<file path="config.mk">
export PLATFORM = sky130hd
export DESIGN_NAME = perfBank
export DESIGN_NICKNAME = d
export VERILOG_FILES = /design/src/rtl/perfBankPkg.sv /design/src/rtl/perfBankDatapath.sv /design/src/rtl/perfBankCtrl.sv /design/src/rtl/perfBank.sv
export SDC_FILE = /design/constraint.sdc
export NUM_CORES = 1
export LEC_CHECK = 0
export ABC_CLOCK_PERIOD_IN_PS = 4300
export CAP_MARGIN = 20
export CORE_ASPECT_RATIO = 1.2
export CORE_MARGIN = 2
export CORE_UTILIZATION = 45
export CTS_CLUSTER_SIZE = 16
export DETAILED_ROUTE_END_ITERATION = 8
export DONT_BUFFER_PORTS = 1
export HOLD_SLACK_MARGIN = 0.06
export SLEW_MARGIN = 5
export SYNTH_ARGS = -nofsm -noshare
export SYNTH_HDL_FRONTEND = slang
export SYNTH_SLANG_ARGS = --single-unit
</file>
<file path="constraint.sdc">
create_clock -name clk -period 4.3 [get_ports clk]
set_clock_uncertainty 0.2 [all_clocks]
set_input_delay 0.86 -clock clk [delete_from_list [all_inputs] [get_ports clk]]
set_output_delay 0.86 -clock clk [all_outputs]
set_load 0.005 [all_outputs]
</file>
<file path="src/rtl/perfBankPkg.sv">
package perfBankPkg;
  localparam int PHYS_N    = 4;
  localparam int CNT_W     = 32;
  localparam int HALF_W    = CNT_W / 2;
  localparam int LOG_N     = 2 * PHYS_N;
  localparam int LOG_W     = $clog2(LOG_N);
  localparam int PHYS_W    = $clog2(PHYS_N);
  localparam int ADDR_W    = LOG_W + 2;
  localparam int RUN_BIT   = 0;
  localparam int SPLIT_LSB = 4;

  localparam logic [ADDR_W-1:0] ADDR_CTRL = ADDR_W'(0);
  localparam logic [ADDR_W-1:0] ADDR_STAT = ADDR_W'(1);
  localparam logic [1:0]        PAGE_CNT  = 2'b01;
  localparam logic [1:0]        PAGE_CFG  = 2'b10;

  typedef struct packed {
    logic              runEn;
    logic [PHYS_N-1:0] splitMask;
    logic [PHYS_N-1:0] commitMask;
    logic [PHYS_N-1:0] latchWr;
    logic [CNT_W-1:0]  latchVal;
  } ctlStrobes_t;
endpackage

</file>
<file path="src/rtl/perfBankDatapath.sv">
module perfBankDatapath
  import perfBankPkg::*;
(
  input  logic                    clk,
  input  logic                    rstN,
  input  ctlStrobes_t             strb,
  input  logic [LOG_N-1:0]        evtStrobe,
  output logic [PHYS_N*CNT_W-1:0] liveFlat,
  output logic [PHYS_N*CNT_W-1:0] latchFlat,
  output logic [LOG_N-1:0]        wrapEvt
);
  for (genvar p = 0; p < PHYS_N; p++) begin : gCnt
    logic [CNT_W-1:0] liveQ, latchQ, nextLive;
    logic             countOk, incHi, incLo, hiOnes, loOnes;

    assign countOk = strb.runEn & ~strb.commitMask[p];
    assign incHi   = countOk & evtStrobe[p];
    assign incLo   = countOk & strb.splitMask[p] & evtStrobe[p+PHYS_N];
    assign hiOnes  = &liveQ[CNT_W-1:HALF_W];
    assign loOnes  = &liveQ[HALF_W-1:0];

    // upper half (or whole word) wrap, lower half wrap
    assign wrapEvt[p]        = incHi & hiOnes & (strb.splitMask[p] | loOnes);
    assign wrapEvt[p+PHYS_N] = incLo & loOnes;

    always_comb begin
      nextLive = liveQ;
      if (strb.commitMask[p]) begin
        nextLive = latchQ;
      end else if (strb.splitMask[p]) begin
        nextLive[CNT_W-1:HALF_W] = liveQ[CNT_W-1:HALF_W] + HALF_W'(incHi);
        nextLive[HALF_W-1:0]     = liveQ[HALF_W-1:0] + HALF_W'(incLo);
      end else begin
        nextLive = liveQ + CNT_W'(incHi);
      end
    end

    always_ff @(posedge clk) begin
      if (!rstN) begin
        liveQ  <= '0;
        latchQ <= '0;
      end else begin
        liveQ <= nextLive;
        if (strb.latchWr[p]) latchQ <= strb.latchVal;
      end
    end

    assign liveFlat[p*CNT_W +: CNT_W]  = liveQ;
    assign latchFlat[p*CNT_W +: CNT_W] = latchQ;
  end
endmodule

</file>
<file path="src/rtl/perfBankCtrl.sv">
module perfBankCtrl
  import perfBankPkg::*;
(
  input  logic                    clk,
  input  logic                    rstN,
  input  logic                    wrEn,
  input  logic                    rdEn,
  input  logic [ADDR_W-1:0]       addr,
  input  logic [CNT_W-1:0]        wrData,
  input  logic [PHYS_N*CNT_W-1:0] liveFlat,
  input  logic [PHYS_N*CNT_W-1:0] latchFlat,
  input  logic [LOG_N-1:0]        wrapEvt,
  output ctlStrobes_t             strb,
  output logic [CNT_W-1:0]        rdData,
  output logic [LOG_N-1:0]        statusQ,
  output logic [LOG_N-1:0]        maskQ
);
  logic [CNT_W-1:0]  ctrlQ;
  logic [PHYS_N-1:0] pendQ;
  logic [CNT_W-1:0]  cfgQ [LOG_N];
  logic [CNT_W-1:0]  viewArr [PHYS_N];

  logic              isCtrl, isStat, isCnt, isCfg, upperSel, runNow, doCommit, rdClr;
  logic [LOG_W-1:0]  logIdx;
  logic [PHYS_W-1:0] physIdx;
  logic [CNT_W-1:0]  selView, mergeVal, cntRead;

  assign runNow  = ctrlQ[RUN_BIT];
  assign isCtrl  = (addr == ADDR_CTRL);
  assign isStat  = (addr == ADDR_STAT);
  assign isCnt   = (addr[ADDR_W-1:LOG_W] == PAGE_CNT);
  assign isCfg   = (addr[ADDR_W-1:LOG_W] == PAGE_CFG);
  assign logIdx  = addr[LOG_W-1:0];
  assign physIdx = logIdx[PHYS_W-1:0];
  assign upperSel = (logIdx < LOG_W'(PHYS_N));

  for (genvar p = 0; p < PHYS_N; p++) begin : gView
    assign viewArr[p] = (pendQ[p] && !runNow) ? latchFlat[p*CNT_W +: CNT_W]
                                              : liveFlat[p*CNT_W +: CNT_W];
  end

  assign selView = viewArr[physIdx];

  always_comb begin
    mergeVal = wrData;
    cntRead  = selView;
    if (ctrlQ[SPLIT_LSB + int'(physIdx)]) begin
      if (upperSel) begin
        mergeVal = {wrData[HALF_W-1:0], selView[HALF_W-1:0]};
        cntRead  = CNT_W'(selView[CNT_W-1:HALF_W]);
      end else begin
        mergeVal = {selView[CNT_W-1:HALF_W], wrData[HALF_W-1:0]};
        cntRead  = CNT_W'(selView[HALF_W-1:0]);
      end
    end
  end

  assign doCommit = wrEn && isCtrl && wrData[RUN_BIT];
  assign rdClr    = rdEn && isStat;

  always_comb begin
    strb.runEn      = runNow;
    strb.splitMask  = ctrlQ[SPLIT_LSB +: PHYS_N];
    strb.commitMask = doCommit ? pendQ : '0;
    strb.latchWr    = '0;
    if (wrEn && isCnt) strb.latchWr[physIdx] = 1'b1;
    strb.latchVal   = mergeVal;
  end

  always_ff @(posedge clk) begin
    if (!rstN) begin
      ctrlQ   <= '0;
      pendQ   <= '0;
      statusQ <= '0;
      maskQ   <= '0;
      for (int i = 0; i < LOG_N; i++) cfgQ[i] <= '0;
    end else begin
      statusQ <= (rdClr ? '0 : statusQ) | wrapEvt;
      if (wrEn && isCtrl) ctrlQ <= wrData;
      if (wrEn && isStat) maskQ <= wrData[LOG_N-1:0];
      if (wrEn && isCfg)  cfgQ[logIdx] <= wrData;
      if (doCommit)       pendQ <= '0;
      else                pendQ <= pendQ | strb.latchWr;
    end
  end

  always_comb begin
    rdData = '0;
    if (isCtrl)      rdData = ctrlQ;
    else if (isStat) rdData = CNT_W'(statusQ);
    else if (isCnt)  rdData = cntRead;
    else if (isCfg)  rdData = cfgQ[logIdx];
  end
endmodule

</file>
<file path="src/rtl/perfBank.sv">
module perfBank
  import perfBankPkg::*;
(
  input  logic              clk,
  input  logic              rstN,
  input  logic [LOG_N-1:0]  evtStrobe,
  input  logic              wrEn,
  input  logic              rdEn,
  input  logic [ADDR_W-1:0] addr,
  input  logic [CNT_W-1:0]  wrData,
  output logic [CNT_W-1:0]  rdData,
  output logic              irq
);
  ctlStrobes_t             strb;
  logic [PHYS_N*CNT_W-1:0] liveFlat, latchFlat;
  logic [LOG_N-1:0]        wrapEvt, statusQ, maskQ;

  perfBankCtrl u_ctrl (
    .clk(clk), .rstN(rstN), .wrEn(wrEn), .rdEn(rdEn), .addr(addr),
    .wrData(wrData), .liveFlat(liveFlat), .latchFlat(latchFlat),
    .wrapEvt(wrapEvt), .strb(strb), .rdData(rdData),
    .statusQ(statusQ), .maskQ(maskQ)
  );

  perfBankDatapath u_dp (
    .clk(clk), .rstN(rstN), .strb(strb), .evtStrobe(evtStrobe),
    .liveFlat(liveFlat), .latchFlat(latchFlat), .wrapEvt(wrapEvt)
  );

  assign irq = |(statusQ & maskQ);
endmodule

</file>
Word level (Yosys, flattened, before mapping)
Memories as Yosys holds them, arrays and structs flattened.
Cells that the tools add are included.

word-level totals
  flip-flop bits (word level) = 308
  RAM bits = 256
  input port bits = 49
  memories kept = 1

memories
  memory       words  width  rd ports  clocked after Yosys merged registers in  wr ports  line                text
  u_ctrl.cfgQ  8      32     1         0                                        8         perfBankCtrl.sv:20  logic [CNT_W-1:0] cfgQ [LOG_N];

operators by class
  $add $sub $neg = 13
  magnitude comparators = 5
  equal/unequal tests = 3
  mux-type cells = 38
  bitwise gates (word level) = 41
  reductions and logical operators = 24

operators by type and width
  kind                                                                            number
  32-bit 2-to-1 mux                                                               22
  16-bit by 1-bit adder with 16-bit output                                        8
  32-bit by 1-bit adder with 32-bit output                                        4
  16-bit AND reduction                                                            8
  32-bit binary-select mux with 2-bit select                                      1
  32-bit by 7-bit less-than comparator with 1-bit output (second input constant)  1
  32-bit OR reduction                                                             1
  1-bit AND                                                                       28
  16-bit 2-to-1 mux                                                               1
  1-bit logical AND                                                               11
  8-bit AND                                                                       1
  1-bit 2-to-1 mux                                                                8
  4-bit 2-to-1 mux                                                                2
  8-bit 2-to-1 mux                                                                1
  8-bit OR                                                                        1
  8-bit OR reduction                                                              1
  1-bit binary-select mux with 5-bit select                                       1
  5-bit by 1-bit equality test with 1-bit output (second input constant)          1
  5-bit logical NOT                                                               1
  1-bit inverter                                                                  5
  3-bit by 2-bit adder with 4-bit output (first input constant)                   1
  1-bit OR                                                                        4
  4-bit OR                                                                        1
  3-bit >= comparator (second input constant)                                     1
  10 further kinds                                                                10

Longest topological paths before layout
  depth after elaboration = 11
  depth in mapped cells = 16
  depth with buffers taken out = 13

Hierarchy
Synthesis repeated with hierarchy kept, for this count alone.

unflattened totals
  cell total of the unflattened synthesis = 2826
  area total of the unflattened synthesis = 29417.0 µm²

by module, submodules not included
  module            times used  cells an instance  area each (µm²)
  perfBankCtrl      1           1411               16662.2
  perfBankDatapath  1           1410               12718.4
  perfBank          1           5                  36.3

Least setup slack after synthesis
No wires, ideal clock.

  path type = input port to flip-flop
  start = input port rstN
  end = memory u_ctrl.cfgQ[5][0], enable pin
  data arrival time = 3937 ps
  required time = 3634 ps
  setup slack = -302 ps
  cell stages on the path = 4
  path buffers = 2
  cell sequence = clkbuf_1 nand4_1 clkbuf_1 o21ai_0

RTL lines
  element             line                text
  start: declaration  perfBank.sv:5       input logic rstN,
  end: declaration    perfBankCtrl.sv:20

Worst setup path in the final report
  start = register u_ctrl.ctrlQ[0]
  end = output port rdData[13]

between the ends
  longest elaborated chain between the ends = 11
  elaborated cells between the ends (all ways) = 20
  those cells by class = 15 x mux; 5 x reduce/logical

RTL lines
  element                                               line                text
  start: declaration                                    perfBankCtrl.sv:18  logic [CNT_W-1:0] ctrlQ;
  start signal: assignment                              perfBankCtrl.sv:79  if (wrEn && isCtrl) ctrlQ <= wrData;
  1-bit logical NOT                                     perfBankCtrl.sv:38  assign viewArr[p] = (pendQ[p] && !runNow) ? latchFlat[p*CNT_W +: CNT_W]
  1-bit logical AND                                     perfBankCtrl.sv:38
  32-bit 2-to-1 mux                                     perfBankCtrl.sv:38
  32-bit binary-select mux with 2-bit select            perfBankCtrl.sv:42  assign selView = viewArr[physIdx];
  32-bit 2-to-1 mux (not written as such) (2 in a row)  perfBankCtrl.sv:42
  16-bit 2-to-1 mux                                     perfBankCtrl.sv:48  if (upperSel) begin
  32-bit 2-to-1 mux (*)                                 perfBankCtrl.sv:47  if (ctrlQ[SPLIT_LSB + int'(physIdx)]) begin
  32-bit 2-to-1 mux (*)                                 perfBankCtrl.sv:91  else if (isCnt) rdData = cntRead;
  32-bit 2-to-1 mux (*)                                 perfBankCtrl.sv:90  else if (isStat) rdData = CNT_W'(statusQ);
  32-bit 2-to-1 mux (*)                                 perfBankCtrl.sv:89  if (isCtrl) rdData = ctrlQ;
  end: declaration                                      perfBank.sv:11      output logic [CNT_W-1:0] rdData,

Every way passes the cells marked *; elsewhere a longest branch is shown, timed or not. The select of a mux whose other input is x is not followed.

==> run metrics <==
status finished clean; Max Slew Vio Count 0; xor and xnor area share after synthesis 0.03479; routed length on met3 5.390 mm; ratio of cells with drive above 1 in the final layout 0.1400; die height 277 um; placer congestion estimate 0.9032; unique cell type count in the Yosys netlist 64; die width 231.5 um; first drt pass iteration count 5; Cell Pwr Density 379.4 mW/mm^2; register area share after synthesis 0.4957; area of the multi-input gates 0.01320 mm^2; worst-margin pin slew 1083 ps; largest family of logic cells by synthesized area simple AND/OR/NAND/NOR gates; drt total wl 87.12 mm; final routed DRC violation total 0; Yosys top cell area share 0.2751; kind of critical path register to output port; post-synthesis simple-gate area fraction 0.1418; Finished Core Util 0.5021; Synth Net Count 2771; post-synthesis adder-cell area fraction 0.01074; worst hold margin 149.5 ps; Clock Latency Late Sink 640 ps; Cells after Synth 2698; core area 0.06168 mm^2; root buf cell clkbuf_16; total CTS buffers 56; largest net degree at the start of global routing 219; DP HPWL 59.57 mm; Crit. End Element output port; DR WL met2 41.76 mm; Yosys reg bits 564; Post-CTS Setup Bufs 0; Synth Area in Compound Gates 0.1406; Post-CTS Hold Buffers 0; first-pass GRT wire length 130.8 mm; Worst Setup Start Kind register; Final Worst Setup Slack 103.0 ps; Avg WL per Cell 25.05 um; Starting Density 0.4531; GRT Total Usage 0.2689; Worst-path clk slew 70 ps; M1 WL 35.50 mm; number of global-route vias before repair 20730; cell leakage power 10.88 nW; routed vias 21260; vias per cell 6.113; worst hold path class input pin to register; Mean Syn Cell Area 10.36 um^2; final hold vios 0; Routed Antenna Nets 0; Post-synth EDFFs 256; IO Count 82; Critical Path AT 3140 ps; synth top area cells edfxtp_1, dfxtp_1, mux4_2; leading cell type in the layout, fill and taps excluded dfxtp_1; FF/Latch Area 0.01386 mm^2; Max-Cap Viols 0; port bufs 0; leading area contributor after synthesis edfxtp_1; TritonCTS clock tree done; synth warn 0; die area 0.06413 mm^2; # rows 100; dpl ws 318.7 ps; Post-synth top flop dfxtp_1; Max Freq 238.3 MHz; Worst Path Required 3240 ps; antenna violations before repair 6; total gr overflow 0; highest routed layer met4; Tmin final 4197 ps; H-tree depth 2; Final setup viols 0; clock buffer depth 3; Slew headroom 0.2762; crit-path max FO 16; Post-synth ARST share 0; Tcrit/Tclk final 0.9760; Worst IR Drop VDD 378.5 uV; drt first-iter violations 1850; post-synthesis mux area share 0.1376; setup repair after global routing missed its margin false; nets@finish 2682; commonest non-fill, non-tap cells in the layout dfxtp_1, edfxtp_1, a21oi_1, o21ai_0, nand2_1; Syn-to-layout area delta 10.82%; number of fill cells 5487; mapped cell area 0.02795 mm^2; Clock Sinks 564
[worst paths after layout]
check | start | cells past startpoint | to | slack, ps
worst min register to register | u_ctrl.ctrlQ[2] | 2 | u_ctrl.ctrlQ[2] | 260
worst min-delay path | wrData[31] | 2 | u_ctrl.ctrlQ[31] | 150
worst max register to register | u_ctrl.ctrlQ[0] | 8 | u_dp.gCnt[1].latchQ[12] | 1240
worst max-delay path | u_ctrl.ctrlQ[0] | 8 | rdData[13] | 100
[cell usage after synthesis, types with 3 or more instances]
| master | n |
|---|---|
| inv_1 | 16 |
| dfxtp_1 | 308 |
| buf_1 | 15 |
| edfxtp_1 | 256 |
| or3_1 | 6 |
| a32oi_1 | 5 |
| nand2b_1 | 13 |
| nand3b_1 | 20 |
| nor3_1 | 121 |
| a221oi_1 | 32 |
| clkbuf_1 | 188 |
| mux2_2 | 73 |
| o21ai_0 | 214 |
| a21oi_1 | 229 |
| and3_1 | 23 |
| and4_1 | 6 |
| a21o_1 | 10 |
| ha_1 | 24 |
| a211oi_1 | 56 |
| xor2_1 | 34 |
| mux2_4 | 5 |
| mux4_2 | 65 |
| nor2b_1 | 10 |
| clkinv_1 | 16 |
| mux2i_1 | 146 |
| a22oi_1 | 5 |
| o21a_1 | 4 |
| nor4_1 | 43 |
| o22ai_1 | 51 |
| buf_6 | 3 |
| nand2_1 | 150 |
| a221o_1 | 24 |
| nor2_1 | 147 |
| xnor2_1 | 77 |
| a31oi_1 | 21 |
| and2_1 | 129 |
| nand3_1 | 58 |
| nand4_1 | 33 |
| buf_2 | 31 |
[cell type report]
cell class,instances,area share
Clock inverter,24,0.01002
Inverter,33,0.004080
Tap cell,816,0.03296
Multi-Input combinational cell,1862,0.4263
Antenna cell,5,0.0004040
Sequential cell,564,0.4474
Clock buffer,82,0.05292
Timing Repair Buffer,92,0.02594
[routing by layer]
layer	vias up	GRT usage
met5	-	0
met4	0	0.1350
met3	171	0.04530
met2	691	0.4430
met1	10550	0.3400
li1	9853	-
[kinds of logic (layout without fill, tap and decap cells)]
logic type      after synthesis  in the layout
simple gates                772            772
other cells                   0              5
fa+ha+maj                    24             24
mux                         291            291
compound gates              664            664
flops                       564            564
xor+xnor                    111            111
buf+inv                     272            231
[worst max-delay path: stages, from the launching register on]
cell,delay [ps]
dfxtp_4,380
buf_4,160
nand2b_1,190
buf_8,180
mux2_2,230
o22ai_1,90
a221oi_1,720
mux2_4,310
a221o_1,230
[state kept, by name, indices dropped and copies added, names as in the netlist]
name and flops:
u_ctrl.statusQ 8, u_ctrl.maskQ 8, u_ctrl.cfgQ 256, u_ctrl.ctrlQ 32, u_ctrl.pendQ 4, u_dp.gCnt.latchQ 128
u_dp.gCnt.liveQ 128
[through the flow]
step	area (um^2)	power [mW]	instances	setup TNS (ps)
2_1_floorplan	27950	6.444	2698	-29020
3_3_place_gp	28930	6.640	3364	0
3_5_place_dp	28950	6.655	3366	0
4_1_cts	30930	11.82	3472	0
5_1_grt	30970	12.08	3477	0
6_report	30970	11.75	3478	0
[power breakdown]
part	internal [mW]	switching, mW
clock network	3.01	2.19
registers	5.76	0.0557
logic	0.282	0.453
[repair_timing]
action | CTS | global route
cloned | 0 | 0
endpoints found under the setup margin | 18 | 5
gates resized for setup | 7 | 5
(Power assumes the default switching activity.)
